## config.mk

```make
export PLATFORM = sky130hd
export DESIGN_NAME = ext_irq_sense
export DESIGN_NICKNAME = d
export VERILOG_FILES = /design/src/rtl/ext_irq_sense.sv
export SDC_FILE = /design/constraint.sdc
export NUM_CORES = 1
export LEC_CHECK = 0
export CAP_MARGIN = 40
export CORE_AREA = 5 5 42 44
export CTS_BUF_LIST = sky130_fd_sc_hd__clkbuf_16
export DETAILED_ROUTE_END_ITERATION = 10
export DIE_AREA = 0 0 47 49
export PLACE_DENSITY_LB_ADDON = 0.05
export SYNTH_ARGS = -nofsm -noshare
export SYNTH_HDL_FRONTEND = slang
export SYNTH_SLANG_ARGS = --single-unit
```

## constraint.sdc

```tcl
create_clock -name clk -period 1.67 [get_ports clk]
set_input_delay 0.167 -clock clk [delete_from_list [all_inputs] [get_ports clk]]
set_output_delay 0.167 -clock clk [all_outputs]
set_load 0.005 [all_outputs]
```

## src/rtl/ext_irq_sense.sv

```systemverilog
module ext_irq_sense #(
  parameter int SYNC_STAGES = 2
) (
  input  logic       clk,
  input  logic       rst_n,
  input  logic       pin_raw,
  input  logic [1:0] sense_mode,
  input  logic       pin_mask,
  input  logic       global_en,
  input  logic       irq_ack,
  output logic       irq_req,
  output logic       edge_flag,
  output logic [2:0] ctrl_view
);

  localparam logic [1:0] SENSE_LOW  = 2'b00;
  localparam logic [1:0] SENSE_ANY  = 2'b01;
  localparam logic [1:0] SENSE_FALL = 2'b10;
  localparam logic [1:0] SENSE_RISE = 2'b11;

  logic [SYNC_STAGES-1:0] sync_q;
  logic pin_s, pin_d;
  logic trig, trig_d;
  logic hit;
  logic flag_q;

  always_ff @(posedge clk or negedge rst_n)
    if (!rst_n) sync_q <= '1;
    else        sync_q <= {sync_q[SYNC_STAGES-2:0], pin_raw};

  assign pin_s = sync_q[SYNC_STAGES-1];

  // trigger polarity follows the current code; a code change can look like an edge
  assign trig = (sense_mode == SENSE_RISE || sense_mode == SENSE_ANY) ? pin_s : ~pin_s;

  always_ff @(posedge clk or negedge rst_n)
    if (!rst_n) begin
      pin_d  <= 1'b1;
      trig_d <= 1'b1;
    end else begin
      pin_d  <= pin_s;
      trig_d <= trig;
    end

  always_comb
    case (sense_mode)
      SENSE_LOW: hit = 1'b0;
      SENSE_ANY: hit = pin_s ^ pin_d;
      default:   hit = trig & ~trig_d;
    endcase

  always_ff @(posedge clk or negedge rst_n)
    if (!rst_n)                 flag_q <= 1'b0;
    else if (hit && pin_mask)   flag_q <= 1'b1;
    else if (irq_ack)           flag_q <= 1'b0;

  assign edge_flag = flag_q;
  assign irq_req   = global_en & pin_mask & ((sense_mode == SENSE_LOW) ? ~pin_s : flag_q);
  assign ctrl_view = {1'b0, sense_mode};

  AST_REQ_GATED: assert property (@(posedge clk) disable iff (!rst_n)
    irq_req |-> (global_en && pin_mask));

  AST_LEVEL_TRACKS_PIN: assert property (@(posedge clk) disable iff (!rst_n)
    (irq_req && sense_mode == SENSE_LOW) |-> !sync_q[SYNC_STAGES-1]);

  AST_EDGE_REQ_FLAG: assert property (@(posedge clk) disable iff (!rst_n)
    (irq_req && sense_mode != SENSE_LOW) |-> edge_flag);

  AST_FLAG_HOLD: assert property (@(posedge clk) disable iff (!rst_n)
    (edge_flag && !irq_ack) |=> edge_flag);

  AST_FLAG_NEEDS_MASK: assert property (@(posedge clk) disable iff (!rst_n)
    $rose(edge_flag) |-> $past(pin_mask));

endmodule

```

After elaboration in Yosys (flattened, before gate mapping)
Cells that the tools add are included.

Output and inout port bits: 5. Register bits: 5.

Multiplexer cells: 5. Equality and inequality tests: 2. Bitwise logic cells: 6. Reduce and logical (&&, ||, !) cells: 4.

Operator list (count): two-way mux 1 bit (4); AND 1 bit (3); equality test 2 x 1 -> 1 bit (second input constant) (1); equality test 2 bit (second input constant) (1); zero test 2 bit (1); NOT 1 bit (2); case mux 1 bit (2 select lines) (1); nonzero test 2 bit (1); logical AND 1 bit (1); logical OR 1 bit (1); XOR 1 bit (1).

Longest topological paths before layout
Depth in word-level cells: 7. Gate-level depth with buffers: 3. Mapped depth without buffers: 3.

Least setup slack after synthesis
No wires, ideal clock.

Path kind: register to register. Start point: register pin_d. End point: register flag_q, in the netlist edge_flag. Stages on the path, launching flop included: 4. Setup slack: 0.435 ns. Arrival time: 1.169 ns. Buffers on the path: 0. Library setup time: 0.065 ns. Required time: 1.605 ns. Cell sequence: dfstp_2 -> or4bb_1 -> o211ai_2 -> a22o_1.

Word-level cells in the longest chain between the ends: 4. Elaborated cells between the ends (all ways): 5. Those cells by class: 2 x mux; 1 x bitwise; 2 x reduce/logical.

RTL lines: start, declared (line 22) `logic pin_s, pin_d;`; start signal, assigned (line 41) `pin_d <= pin_s;`; XOR 1 bit (*) (line 48) `SENSE_ANY: hit = pin_s ^ pin_d;`; case mux 1 bit (2 select lines) (*) (line 46) `case (sense_mode)`; logical AND 1 bit (*) (line 54) `else if (hit && pin_mask) flag_q <= 1'b1;`; two-way mux 1 bit or nonzero test 2 bit (tied branches); end signal, assigned (line 53) `if (!rst_n) flag_q <= 1'b0;`; end signal, assigned (line 54); end signal, assigned (line 55) `else if (irq_ack) flag_q <= 1'b0;`; end, declared (line 25) `logic flag_q;`.

Mark *: on every way between the ends. The rest lies on a longest branch, timed or not. A chain may end at the register's enable or synchronous reset.

Worst setup path after layout
Start point: register sync_q[1]. End point: output port irq_req.

Word-level cells in the longest chain between the ends: 3.

RTL lines: start, declared (line 21) `logic [SYNC_STAGES-1:0] sync_q;`; start signal, assigned (line 29) `else sync_q <= {sync_q[SYNC_STAGES-2:0], pin_raw};`; NOT 1 bit (line 58) `assign irq_req = global_en & pin_mask & ((sense_mode == SENSE_LOW) ? ~pin_s : flag_q);`; two-way mux 1 bit (line 58); AND 1 bit (line 58); end, declared (line 11) `output logic irq_req,`.

Every way passes these cells.

==> reports/metrics.cfg <==
[floorplan]
core_area_um2 = 1400
initial_utilization_pct = 17.5
chipWidth_um = 47
die_y_um = 49
ios = 13
fp-row-count = 14
dieArea_um2 = 2300

[route]
vias = 205
routed_wl_um = 599
drc = 0
drt_pre_antenna_iters = 2
avgViaCountPerCell = 4.10
avgRoutedWirePerCell_um = 12.0
drt_iter0_drc = 1
ant_nets = 0

[clock_tree]
cts_max_level = 1
postCtsSetupRepairBufs = 0
clkSinkCount = 5
hold_buffers = 0
clkSlewWorstSetupHoldPaths_ns = 0.03
cts_made_buffers = 3
clk_latency_ns = 0.23
clockBufferDepth = 2
cts_root_buffer = clkbuf_16
cts_tree = built

[sta]
fmax_mhz = 668
rsz0062_at_grt = no
hold_slack_ns = 0.161
period_needed_ns = 1.50
skew_ns = 0.000518
setup_slack_ns = 0.173
period_share_pct = 89.6
final_max_slew_viol_count = 0
hold_violations = 0
setup_viol = 0

[synthesis]
synth_cells = 20
ys_types = 15
syn_nets = 28
yosysSeqAreaShare_pct = 53.1
yosysTopAreaCell = dfstp_2
ys_warn_count = 0
synth_top_area_share_pct = 42.9
ys_seq_elements = 5
ys_top_cells_by_area = dfstp_2 43%, dfrtp_1 10%, buf_4 9.2%
syn_area_per_cell_um2 = 12.3
syn-cell-area_um2 = 245

[critical_path]
cp_top_family = flip-flops
cp.required_ns = 1.50
rr_startpoint = pin_d
rrSetupSlack_ns = 0.34
end_kind = output pin
worstSetupPathType = reg -> out
crit_path_max_incr_delay_ns = 0.58
crit_slowest_cell = dfstp_2
rr_worst_depth = 3
critPathMaxFanout = 6
critPathArrivalTime_ns = 1.33
start_kind = register
r2r-end = edge_flag
path_cells = o31ai_1 > and3_1 > dlygate4sd2_1
critPathBufInv = 1

[global_routing]
grt_pass1_wl_um = 869
grt_usage_pct = 5.87
grt_overflow = 0
grt_pass1_vias = 199
grt_max_degree = 7
antenna_found_initial = 0

[hold_path]
min_path_type = in -> async

[finish]
regArea_um2 = 130
syn2layout_area_growth_pct = 81.6
diodes = 0
drive_gt1_share_pct = 32.4
multiInputGateArea_um2 = 88.8
layout_common_cells = 10 x clkdlybuf4s50_1, 4 x dfstp_2, 3 x clkbuf_16
nets = 43
layout_commonest_cell = clkdlybuf4s50_1
fill_cells = 164

[placement]
place.gp.congestion = 0.610
io_buffers = 11
dp_hpwl_um = 448
dp_slack_ns = -0.0282

[power_and_ir_drop]
p_int_mw = 0.483
power_density_nw_per_um2 = 1300
sw_frac_of_total_pct = 16.9
pwr-share-clk_pct = 65.8
p_sw_mw = 0.0984
comb_power_share_pct = 9.7
vdd_ir_drop_max_v = 0.000589
seqPwrFrac_pct = 24.5
p_leak_nw = 0.195

[job]
maxCapViolCount = 0

[status]
outcome = finished clean

worst reg2reg max path, cell delays in order (launching register included):
cell      delay, ns
dfstp_2        0.51
or4bb_1        0.49
o211ai_2       0.09
a22o_1         0.17
synthesized netlist by cell type:
cell type / instances
xnor2_1: 1
dfrtp_1: 1
or4b_1: 1
nand2_1: 1
mux2_2: 1
dfstp_2: 4
and3_1: 1
a22o_1: 1
o211ai_2: 1
o31ai_1: 1
conb_1: 1
or4bb_1: 1
buf_4: 3
inv_1: 1
o21ai_0: 1
state kept, by name, indices dropped and copies added (netlist names):
register and flops:
pin_d 1, sync_q 2, edge_flag 1, trig_d 1
metal layers:
layer | track usage, % | vias up | share of wire (%)
met5 | 0 | - | 0
met4 | 6.91 | 0 | 2.8
met3 | 2.21 | 2 | 7.7
met2 | 8.14 | 10 | 50
met1 | 5.80 | 99 | 40
li1 | - | 94 | -
area by class of cell:
cell class | instances | area share (%)
inverter | 1 | 0.843
tap | 16 | 4.49
multi-input combinational | 11 | 19.9
timing repair buffer | 13 | 27.8
sequential | 5 | 29.2
clock inverter | 1 | 0.843
clock buffer | 3 | 16.9
cell families (layout without fill, tap and decap cells):
group	after synthesis	in the layout	synth area share, %
AOI/OAI and AO/OA	4	4	13.8
xor gates and xnor gates	1	1	3.57
buffers and inverters	4	18	10.7
DFF	5	5	53.1
muxes	1	1	4.59
other	1	1	1.53
and+or+nand+nor	4	4	12.8
power by group through the flow:
| stage | sequential, mW | combinational (mW) | clock, mW |
|---|---|---|---|
| 2_1_floorplan | 0.141 | 0.0218 | 0 |
| 3_3_place_gp | 0.143 | 0.0562 | 0 |
| 3_5_place_dp | 0.143 | 0.0575 | 0 |
| 4_1_cts | 0.142 | 0.0578 | 0.394 |
| 5_1_grt | 0.143 | 0.0613 | 0.402 |
| 6_report | 0.142 | 0.0563 | 0.383 |
repair_timing:
| item | in CTS | in global routing |
|---|---|---|
| hold endpoints to repair | 0 | 0 |
| endpoints found under the setup margin | 1 | 0 |
| gates resized for setup | 1 | 0 |
worst max path at each step:
stage | start | end | slack (ns) | cells past startpoint
after floorplan | pin_d | edge_flag | 0.44 | 3
after global placement | sense_mode[0] | irq_req | -0.02 | 4
final | sync_q[1] | irq_req | 0.17 | 3
after detailed placement | sense_mode[0] | irq_req | -0.03 | 4
after CTS | sync_q[1] | irq_req | 0.16 | 3
after global routing | sense_mode[0] | irq_req | 0.1 | 5
metrics by stage:
stage	setup TNS [ns]	area, um^2	cells	utilization, %	power (mW)
after floorplan	0	245	20	-	0.163
after global placement	-0.0223	368	46	26.3	0.199
after detailed placement	-0.0282	368	46	26.3	0.200
after CTS	0	445	50	31.8	0.594
after global routing	0	445	50	31.8	0.606
final	0	445	50	31.8	0.581
Power figures use the tool's default switching activity.
